===== config.mk =====
export PLATFORM = sky130hd
export DESIGN_NAME = serdiag_router
export DESIGN_NICKNAME = d
export VERILOG_FILES = /design/src/rtl/serdiag_pkg.sv /design/src/rtl/serdiag_sync.sv /design/src/rtl/serdiag_fall.sv /design/src/rtl/serdiag_echo.sv /design/src/rtl/serdiag_mux.sv /design/src/rtl/serdiag_router.sv
export SDC_FILE = /design/constraint.sdc
export NUM_CORES = 1
export LEC_CHECK = 0
export BUFFER_PORTS_ARGS = -buffer_cell sky130_fd_sc_hd__buf_4
export CELL_PAD_IN_SITES_DETAIL_PLACEMENT = 0
export CELL_PAD_IN_SITES_GLOBAL_PLACEMENT = 1
export CORE_UTILIZATION = 30
export CTS_CLUSTER_DIAMETER = 80
export DETAILED_ROUTE_END_ITERATION = 8
export HOLD_SLACK_MARGIN = 0.03
export PLACE_DENSITY = 0.76
export SETUP_SLACK_MARGIN = 0.4
export SLEW_MARGIN = 20
export SYNTH_ARGS = -nofsm -noshare
export SYNTH_HDL_FRONTEND = slang
export SYNTH_SLANG_ARGS = --single-unit

===== constraint.sdc =====
create_clock -name clk -period 0.84 [get_ports clk]
set_clock_uncertainty 0.1 [all_clocks]
set_input_delay 0.042 -clock clk [delete_from_list [all_inputs] [get_ports clk]]
set_output_delay 0.042 -clock clk [all_outputs]
set_load 0.01 [all_outputs]

===== src/rtl/serdiag_pkg.sv =====
// Package: shared mode type for the diagnostic router.
// Assumes mode bit 0 = loopback, bit 1 = echo; the two combine freely.
package serdiag_pkg;

    typedef struct packed {
        logic echo;   // bit 1: retransmit received bits on the transmit pin
        logic loop;   // bit 0: transmitter feeds receiver internally
    } diag_mode_t;

    localparam logic IDLE_LEVEL = 1'b1;

endpackage


===== src/rtl/serdiag_sync.sv =====
// Multi-bit, per-bit level synchroniser. Each bit passes through STAGES
// flops. Assumes every bit is an independent, slowly changing level.
module serdiag_sync #(
    parameter int              WIDTH   = 1,
    parameter int              STAGES  = 2,
    parameter logic [WIDTH-1:0] RST_VAL = '0
) (
    input  logic             clk,
    input  logic             rst_n,
    input  logic [WIDTH-1:0] d,
    output logic [WIDTH-1:0] q
);

    logic [WIDTH-1:0] stg [STAGES];

    genvar gi;
    generate
        for (gi = 0; gi < STAGES; gi++) begin : g_stage
            if (gi == 0) begin : g_first
                // First capture stage from the asynchronous input
                always_ff @(posedge clk) begin
                    if (!rst_n) stg[gi] <= RST_VAL;
                    else        stg[gi] <= d;
                end
            end else begin : g_next
                // Further settling stages
                always_ff @(posedge clk) begin
                    if (!rst_n) stg[gi] <= RST_VAL;
                    else        stg[gi] <= stg[gi-1];
                end
            end
        end
    endgenerate

    assign q = stg[STAGES-1];

endmodule


===== src/rtl/serdiag_fall.sv =====
// Falling-edge pulse generator for a synchronised enable level.
// Assumes the level is already in the clk domain.
module serdiag_fall (
    input  logic clk,
    input  logic rst_n,
    input  logic level,
    output logic pulse
);

    logic prev_q;

    // Remember the previous level for edge detection
    always_ff @(posedge clk) begin
        if (!rst_n) prev_q <= 1'b0;
        else        prev_q <= level;
    end

    assign pulse = prev_q & ~level;

    p_abort_one_cycle_r9: assert property (@(posedge clk) disable iff (!rst_n)
        pulse |=> !pulse);

    p_abort_level_low_r9: assert property (@(posedge clk) disable iff (!rst_n)
        pulse |=> !level);

endmodule


===== src/rtl/serdiag_echo.sv =====
// Echo capture: takes the synchronised receive pin on each rising edge of
// the synchronised receive clock. Assumes both inputs come through matching
// synchroniser depths, so they stay aligned.
module serdiag_echo (
    input  logic clk,
    input  logic rst_n,
    input  logic rclk_s,
    input  logic rxd_s,
    output logic echo_bit
);

    logic rclk_prev_q;
    logic echo_q;
    logic rise;

    assign rise = rclk_s & ~rclk_prev_q;

    // Track the receive clock for rising-edge detection
    always_ff @(posedge clk) begin
        if (!rst_n) rclk_prev_q <= 1'b0;
        else        rclk_prev_q <= rclk_s;
    end

    // Capture the received bit at each receive-clock rise
    always_ff @(posedge clk) begin
        if (!rst_n)    echo_q <= serdiag_pkg::IDLE_LEVEL;
        else if (rise) echo_q <= rxd_s;
    end

    assign echo_bit = echo_q;

    p_echo_hold_r4: assert property (@(posedge clk) disable iff (!rst_n)
        !rise |=> $stable(echo_bit));

    p_echo_capture_r4: assert property (@(posedge clk) disable iff (!rst_n)
        rise |=> echo_bit == $past(rxd_s));

endmodule


===== src/rtl/serdiag_mux.sv =====
// Routing and gating network. Selects the receiver source, the transmit pin
// driver and the effective modem controls from the mode. Purely
// combinational; clk/rst_n serve only the guarding assertions.
module serdiag_mux
    import serdiag_pkg::*;
(
    input  logic       clk,
    input  logic       rst_n,
    input  diag_mode_t mode,
    input  logic       rx_en_q,
    input  logic       tx_en_q,
    input  logic       loop_txd_high,
    input  logic       pin_rxd,
    input  logic       pin_cts,
    input  logic       pin_cd,
    input  logic       tx_data,
    input  logic       echo_bit,
    output logic       pin_txd,
    output logic       rx_data_in,
    output logic       eff_cts,
    output logic       eff_cd
);

    logic tx_line;
    logic rx_src;

    // Transmit line: idle whenever the transmitter is disabled
    always_comb tx_line = tx_en_q ? tx_data : IDLE_LEVEL;

    // Receiver source: internal loop or pin, idle when receiver disabled
    always_comb begin
        rx_src     = mode.loop ? tx_line : pin_rxd;
        rx_data_in = rx_en_q ? rx_src : IDLE_LEVEL;
    end

    // Transmit pin driver: echo wins, else optional forced-high in loopback
    always_comb begin
        if (mode.echo)                     pin_txd = echo_bit;
        else if (mode.loop && loop_txd_high) pin_txd = IDLE_LEVEL;
        else                               pin_txd = tx_line;
    end

    // Modem controls: loopback forces both, echo alone forces only CTS
    always_comb begin
        eff_cts = (mode.loop | mode.echo) ? 1'b1 : pin_cts;
        eff_cd  = mode.loop ? 1'b1 : pin_cd;
    end

    p_rx_idle_r7: assert property (@(posedge clk) disable iff (!rst_n)
        !rx_en_q |-> rx_data_in);

    p_tx_idle_r8: assert property (@(posedge clk) disable iff (!rst_n)
        (!tx_en_q && !mode.echo) |-> pin_txd);

    p_loop_ctrl_r2: assert property (@(posedge clk) disable iff (!rst_n)
        mode.loop |-> (eff_cts && eff_cd));

    p_echo_pin_r4: assert property (@(posedge clk) disable iff (!rst_n)
        mode.echo |-> (pin_txd == echo_bit));

endmodule


===== src/rtl/serdiag_router.sv =====
// Top: serial channel diagnostic loopback router. Synchronises the two
// enables and the echo inputs, generates abort pulses and routes data and
// modem controls by diagnostic mode. Assumes rx_clk is much slower than clk.
module serdiag_router #(
    parameter int SYNC_STAGES = 2
) (
    input  logic       clk,
    input  logic       rst_n,
    input  logic [1:0] diag_mode,
    input  logic       rx_en,
    input  logic       tx_en,
    input  logic       loop_txd_high,
    input  logic       pin_rxd,
    input  logic       pin_cts,
    input  logic       pin_cd,
    input  logic       rx_clk,
    input  logic       tx_data,
    output logic       pin_txd,
    output logic       rx_data_in,
    output logic       eff_cts,
    output logic       eff_cd,
    output logic       rx_abort,
    output logic       tx_abort
);

    import serdiag_pkg::*;

    localparam int NSYNC = 4;
    // Bit order: {rxd, rx_clk, tx_en, rx_en}; rxd resets to idle level
    localparam logic [NSYNC-1:0] SYNC_RST = {IDLE_LEVEL, 3'b000};

    logic [NSYNC-1:0] sync_q;
    logic             rx_en_q, tx_en_q, rclk_s, rxd_s;
    logic             echo_bit;
    diag_mode_t       mode;

    assign mode = diag_mode_t'(diag_mode);

    serdiag_sync #(.WIDTH(NSYNC), .STAGES(SYNC_STAGES), .RST_VAL(SYNC_RST)) u_sync (
        .clk   (clk),
        .rst_n (rst_n),
        .d     ({pin_rxd, rx_clk, tx_en, rx_en}),
        .q     (sync_q)
    );

    assign {rxd_s, rclk_s, tx_en_q, rx_en_q} = sync_q;

    serdiag_fall u_rx_fall (.clk(clk), .rst_n(rst_n), .level(rx_en_q), .pulse(rx_abort));
    serdiag_fall u_tx_fall (.clk(clk), .rst_n(rst_n), .level(tx_en_q), .pulse(tx_abort));

    serdiag_echo u_echo (
        .clk      (clk),
        .rst_n    (rst_n),
        .rclk_s   (rclk_s),
        .rxd_s    (rxd_s),
        .echo_bit (echo_bit)
    );

    serdiag_mux u_mux (
        .clk           (clk),
        .rst_n         (rst_n),
        .mode          (mode),
        .rx_en_q       (rx_en_q),
        .tx_en_q       (tx_en_q),
        .loop_txd_high (loop_txd_high),
        .pin_rxd       (pin_rxd),
        .pin_cts       (pin_cts),
        .pin_cd        (pin_cd),
        .tx_data       (tx_data),
        .echo_bit      (echo_bit),
        .pin_txd       (pin_txd),
        .rx_data_in    (rx_data_in),
        .eff_cts       (eff_cts),
        .eff_cd        (eff_cd)
    );

    p_no_abort_when_on_r9: assert property (@(posedge clk) disable iff (!rst_n)
        (rx_en_q && tx_en_q) |-> (!rx_abort && !tx_abort));

    p_echo_cts_r5: assert property (@(posedge clk) disable iff (!rst_n)
        (diag_mode == 2'b10) |-> (eff_cts && eff_cd == pin_cd));

endmodule


**After elaboration in Yosys (flattened, before gate mapping)**

Memory sizes are Yosys's and may differ from the RTL's.
Cells that the tools add are included.

- Add/sub/neg operators: 0
- Multipliers: 0
- Div/mod/pow operators: 0
- Magnitude comparators: 0
- Equality and inequality tests: 0
- Shift operators: 0
- Multiplexer cells: 11
- Bitwise gates (word level): 9
- Reductions and logical operators: 1

Operators with widths:

| operator | number |
|---|---|
| two-way mux 1 bit | 9 |
| two-way mux 4 bit | 2 |
| bitwise AND 1 bit | 3 |
| inverter 1 bit | 3 |
| OR 1 bit | 3 |
| logical AND 1 bit | 1 |

- Register bits: 4
- Bits in latches: 0
- Memory bits (writable): 8
- Memory bits (read-only): 0
- Output and inout port bits: 6
- Logic and storage cells: 26
- Memories: 1

Memories:

| name | words | bits a word | rd ports | clocked after Yosys merged registers in | write ports | RTL line | source |
|---|---|---|---|---|---|---|---|
| u_sync.stg | 2 | 4 | 2 | 0 | 2 | serdiag_sync.sv:14 | `logic [WIDTH-1:0] stg [STAGES];` |

**Longest topological paths before layout**

- Depth after elaboration: 3
- Gate-level depth with buffers: 2

**Cells and area by module**

A second synthesis with hierarchy kept.

- Cells, all modules: 39
- Area total of the unflattened synthesis: 421.7 um^2

By module, submodules not included:

| module | instances | cells an instance | area an instance (um^2) | seq. area each (um^2) |
|---|---|---|---|---|
| serdiag_sync | 1 | 16 | 210.2 | 160.2 |
| serdiag_echo | 1 | 7 | 77.6 | 40.0 |
| serdiag_fall | 2 | 3 | 36.3 | 20.0 |
| serdiag_mux | 1 | 10 | 61.3 | 0.0 |

**Worst setup path before layout**

OpenSTA, ideal clock, no wires.

- Kind: register to output
- From: memory u_sync.stg[1][1] (netlist bit)
- To: output port rx_data_in
- Data arrival time: 0.693 ns
- Required time: 0.698 ns
- Setup slack: 0.005 ns
- Cell stages (with the launch flop): 3
- Path buffers: 0
- Cell sequence: dfxtp_1 and3b_2 o21ai_1

RTL lines:

| what | RTL line | source |
|---|---|---|
| start, declared | serdiag_sync.sv:14 |  |
| end, declared | serdiag_router.sv:19 | `output logic rx_data_in,` |

==> metrics.txt <==
# TYPE chip_impl_metric gauge
chip_impl_metric{name="wire_length_of_the_first_global_routing_pass",unit="um"} 1048
chip_impl_info{name="crit_path_end_kind",value="output port"} 1
chip_impl_metric{name="dp_hpwl",unit="um"} 477
chip_impl_metric{name="dr.first_iter.drc_count",unit=""} 4
chip_impl_metric{name="grt_remaining_overflow",unit=""} 0
chip_impl_metric{name="worst_slew_margin",unit=""} 0.8974
chip_impl_metric{name="synthesis.instances",unit=""} 40
chip_impl_metric{name="final_setup_viols",unit=""} 4
chip_impl_metric{name="p_total",unit="W"} 0.001177
chip_impl_metric{name="postSynthNetCount",unit=""} 52
chip_impl_metric{name="dpl_worst_slack",unit="ps"} -26.96
chip_impl_info{name="critical_path.cell_chain",value="and3b_2 > o21ai_2 > buf_4"} 1
chip_impl_metric{name="power.density_cell_area",unit="nW/um^2"} 1761
chip_impl_metric{name="drt_pre_antenna_iters",unit=""} 4
chip_impl_metric{name="fmaxAchievable",unit="GHz"} 0.8667
chip_impl_metric{name="routabilityCongestion",unit=""} 0.5694
chip_impl_metric{name="critical_path.max_fanout",unit=""} 3
chip_impl_metric{name="fin_ws",unit="ps"} -313.7
chip_impl_metric{name="final-max-slew-violation-count",unit=""} 0
chip_impl_metric{name="ctsHtreeMaxLevel",unit=""} 1
chip_impl_metric{name="synth.yosys.warnings",unit=""} 0
chip_impl_metric{name="post-route-drc-count",unit=""} 0
chip_impl_metric{name="final.hold.worst_slack",unit="ps"} -133.0
chip_impl_metric{name="worst-endpoint-arrival",unit="ps"} 1010
chip_impl_metric{name="rows",unit=""} 12
chip_impl_metric{name="core",unit="sq um"} 1186
chip_impl_metric{name="track_usage",unit=""} 0.1098
chip_impl_metric{name="cts_inserted_buffers",unit=""} 3
chip_impl_info{name="hold_path.class",value="in2reg"} 1
chip_impl_metric{name="finalNetCount",unit=""} 75
chip_impl_info{name="holdCritStartpoint",value="pin_rxd"} 1
chip_impl_metric{name="synth.avg_cell_area",unit="sq um"} 10.23
chip_impl_info{name="cts_root_buf",value="sky130_fd_sc_hd__clkbuf_4"} 1
chip_impl_metric{name="ir_drop",unit="uV"} 806.6
chip_impl_metric{name="die-width",unit="um"} 38.93
chip_impl_metric{name="cap_violations",unit=""} 0
chip_impl_metric{name="timing.final.crit_period",unit="ps"} 1154
chip_impl_info{name="startpoint",value="u_sync.stg[1][1]"} 1
chip_impl_metric{name="clk_pin_slew",unit="ps"} 70
chip_impl_info{name="failed_checks",value="negative hold slack, negative setup slack"} 1
chip_impl_metric{name="critical_path.n_buffers_inverters",unit=""} 1
chip_impl_metric{name="setup_tns",unit="ps"} -920.3
chip_impl_metric{name="synth_seq_area_share",unit=""} 0.5872
chip_impl_metric{name="post_route_cells_drive_above_1_share",unit=""} 0.5806
chip_impl_metric{name="die_footprint",unit="sq um"} 1516
chip_impl_metric{name="drt-vias-per-instance",unit=""} 4.316
chip_impl_info{name="synth_area_leaders",value="sky130_fd_sc_hd__dfxtp_1, sky130_fd_sc_hd__and2_1, sky130_fd_sc_hd__nor2b_1"} 1
chip_impl_metric{name="synth_seq_cells",unit=""} 12
chip_impl_metric{name="io_pins",unit=""} 18
chip_impl_info{name="r2r-start",value="u_sync.stg[1][2]"} 1
chip_impl_metric{name="period_share",unit=""} 1.374
chip_impl_metric{name="synthesis.area",unit="sq um"} 409.1
chip_impl_metric{name="final_util",unit=""} 0.5633
chip_impl_metric{name="worst_slew_pin_slew",unit="ps"} 152.0
chip_impl_metric{name="pin_count_of_the_biggest_net_entering_global_routing",unit=""} 13
chip_impl_info{name="cts_tree",value="yes"} 1
chip_impl_metric{name="synth.top_cell.area_share",unit=""} 0.5872
chip_impl_info{name="largest_delay_share_family_worst_path",value="flip-flops"} 1
chip_impl_metric{name="num_vias",unit=""} 328
chip_impl_info{name="setup_repair_after_global_routing_missed_its_margin",value="yes"} 1
chip_impl_metric{name="netlist-cell-type-count",unit=""} 15
chip_impl_metric{name="critical-path-max-stage-delay",unit="ps"} 320
chip_impl_metric{name="antenna_left",unit=""} 0
chip_impl_info{name="timing.critical_path.from_type",value="flop"} 1
chip_impl_metric{name="number_of_global_route_vias_before_repair",unit=""} 271
chip_impl_metric{name="starting_density_of_the_core",unit=""} 0.3449
chip_impl_metric{name="final_wirelength",unit="um"} 670
chip_impl_metric{name="route.detailed.wl_per_inst",unit="um"} 8.816
chip_impl_info{name="status",value="finished, violations left"} 1
chip_impl_metric{name="floorplan.die.height",unit="um"} 38.93
chip_impl_info{name="slowest_stage",value="sky130_fd_sc_hd__dfxtp_2"} 1
chip_impl_metric{name="cellLeakagePower",unit="nW"} 0.3133
chip_impl_metric{name="insertedDiodeCount",unit=""} 0
chip_impl_metric{name="area_growth_syn_to_layout",unit="%"} 63.30
chip_impl_metric{name="numPortBuffers",unit=""} 17
chip_impl_info{name="timing_worst_setup_path_type",value="reg2out"} 1
chip_impl_metric{name="cp.required",unit="ps"} 700
chip_impl_metric{name="final_hold_viol_count",unit=""} 12
chip_impl_metric{name="clock_latency",unit="ps"} 270
chip_impl_metric{name="clock_sinks",unit=""} 12
chip_impl_metric{name="antenna_found_initial",unit=""} 0
chip_impl_metric{name="cts-root-to-sink-buffers",unit=""} 2
chip_impl_info{name="synth_area_leader",value="sky130_fd_sc_hd__dfxtp_1"} 1
==> per-layer routing <==
layer / global-route usage / vias up / wire length [um]
met2: 0.1625 / 20 / 276
met3: 0.03468 / 2 / 71
li1: - / 170 / -
met4: 0.1034 / 0 / 4
met5: 0 / - / 0
met1: 0.1214 / 136 / 318
==> final timing paths <==
kind | to | cells after the start | slack (ps)
setup / recovery | rx_data_in | 3 | -310
hold / removal | u_sync.stg[0][3] | 2 | -130
setup reg to reg | u_echo.echo_bit | 2 | 70
hold reg to reg | u_sync.stg[1][1] | 1 | 330
==> layout make-up <==
| type | count | area, sq um |
|---|---|---|
| Fill cell | 118 | 518.0 |
| Sequential cell | 12 | 249.0 |
| Multi-Input combinational cell | 24 | 188.9 |
| Timing Repair Buffer | 19 | 165.2 |
| Clock buffer | 4 | 36.28 |
| Tap cell | 14 | 17.52 |
| Inverter | 3 | 11.26 |
==> state kept, by name, indices dropped and copies added (netlist names) <==
register and cells:
u_tx_fall.prev_q 1, u_rx_fall.prev_q 1, u_echo.echo_bit 1, u_echo.rclk_prev_q 1, u_sync.stg 8
==> layout by cell type (no fill, tap or decap) <==
cell,count
sky130_fd_sc_hd__nand2b_4,1
sky130_fd_sc_hd__or3_4,1
sky130_fd_sc_hd__clkbuf_4,3
sky130_fd_sc_hd__nor2_1,1
sky130_fd_sc_hd__dfxtp_1,7
sky130_fd_sc_hd__and2_4,1
sky130_fd_sc_hd__and2_1,8
sky130_fd_sc_hd__nand2b_1,1
sky130_fd_sc_hd__nand3b_1,1
sky130_fd_sc_hd__clkbuf_8,1
sky130_fd_sc_hd__dfxtp_2,4
sky130_fd_sc_hd__nor2b_4,2
sky130_fd_sc_hd__or2_4,1
sky130_fd_sc_hd__o211ai_1,1
sky130_fd_sc_hd__inv_1,3
sky130_fd_sc_hd__a41oi_1,1
sky130_fd_sc_hd__buf_6,6
sky130_fd_sc_hd__and3b_2,1
sky130_fd_sc_hd__buf_4,13
sky130_fd_sc_hd__nor2b_1,2
sky130_fd_sc_hd__nand2_1,1
sky130_fd_sc_hd__o21ai_2,1
sky130_fd_sc_hd__dfxtp_4,1
==> report_power, final <==
group	leakage (nW)	internal (W)	total, W	switching, W
Combinational	0.192	0.0000865	0.000126	0.0000399
Sequential	0.100	0.000592	0.000603	0.0000103
Clock	0.0210	0.000263	0.000448	0.000184
==> stage by stage <==
step / instances / instance area (sq um) / hold WS [ps]
2_1_floorplan: 40 / 437.9 / 15.04
3_3_place_gp: 71 / 579.3 / 146.9
3_5_place_dp: 71 / 579.3 / 147.1
4_1_cts: 75 / 638.1 / -145.2
5_1_grt: 76 / 668.1 / -137.5
6_report: 76 / 668.1 / -133.0
==> synth_stat cells (all sizes together) <==
| library cell | number |
|---|---|
| o211ai | 1 |
| nand2b | 2 |
| buf | 1 |
| and2 | 9 |
| or2 | 1 |
| inv | 3 |
| o21ai | 1 |
| and3b | 1 |
| or3 | 1 |
| dfxtp | 12 |
| nand3b | 1 |
| a41oi | 1 |
| nor2 | 1 |
| nand2 | 1 |
| nor2b | 4 |
==> repair_timing <==
action / in CTS / in global routing
buffers inserted: 0 / 1
hold endpoints to repair: 12 / 12
pin swaps: 1 / 2
resized for setup: 7 / 6
setup endpoints to repair: 14 / 14
==> cells by family (layout without fill, tap and decap cells) <==
logic type | Yosys count | count (layout) | share of synthesized area
and+or+nand+nor | 21 | 21 | 0.3211
DFF | 12 | 12 | 0.5872
buffers and inverters | 4 | 26 | 0.03974
AOI/OAI and AO/OA | 3 | 3 | 0.05199
(Power assumes the default switching activity.)
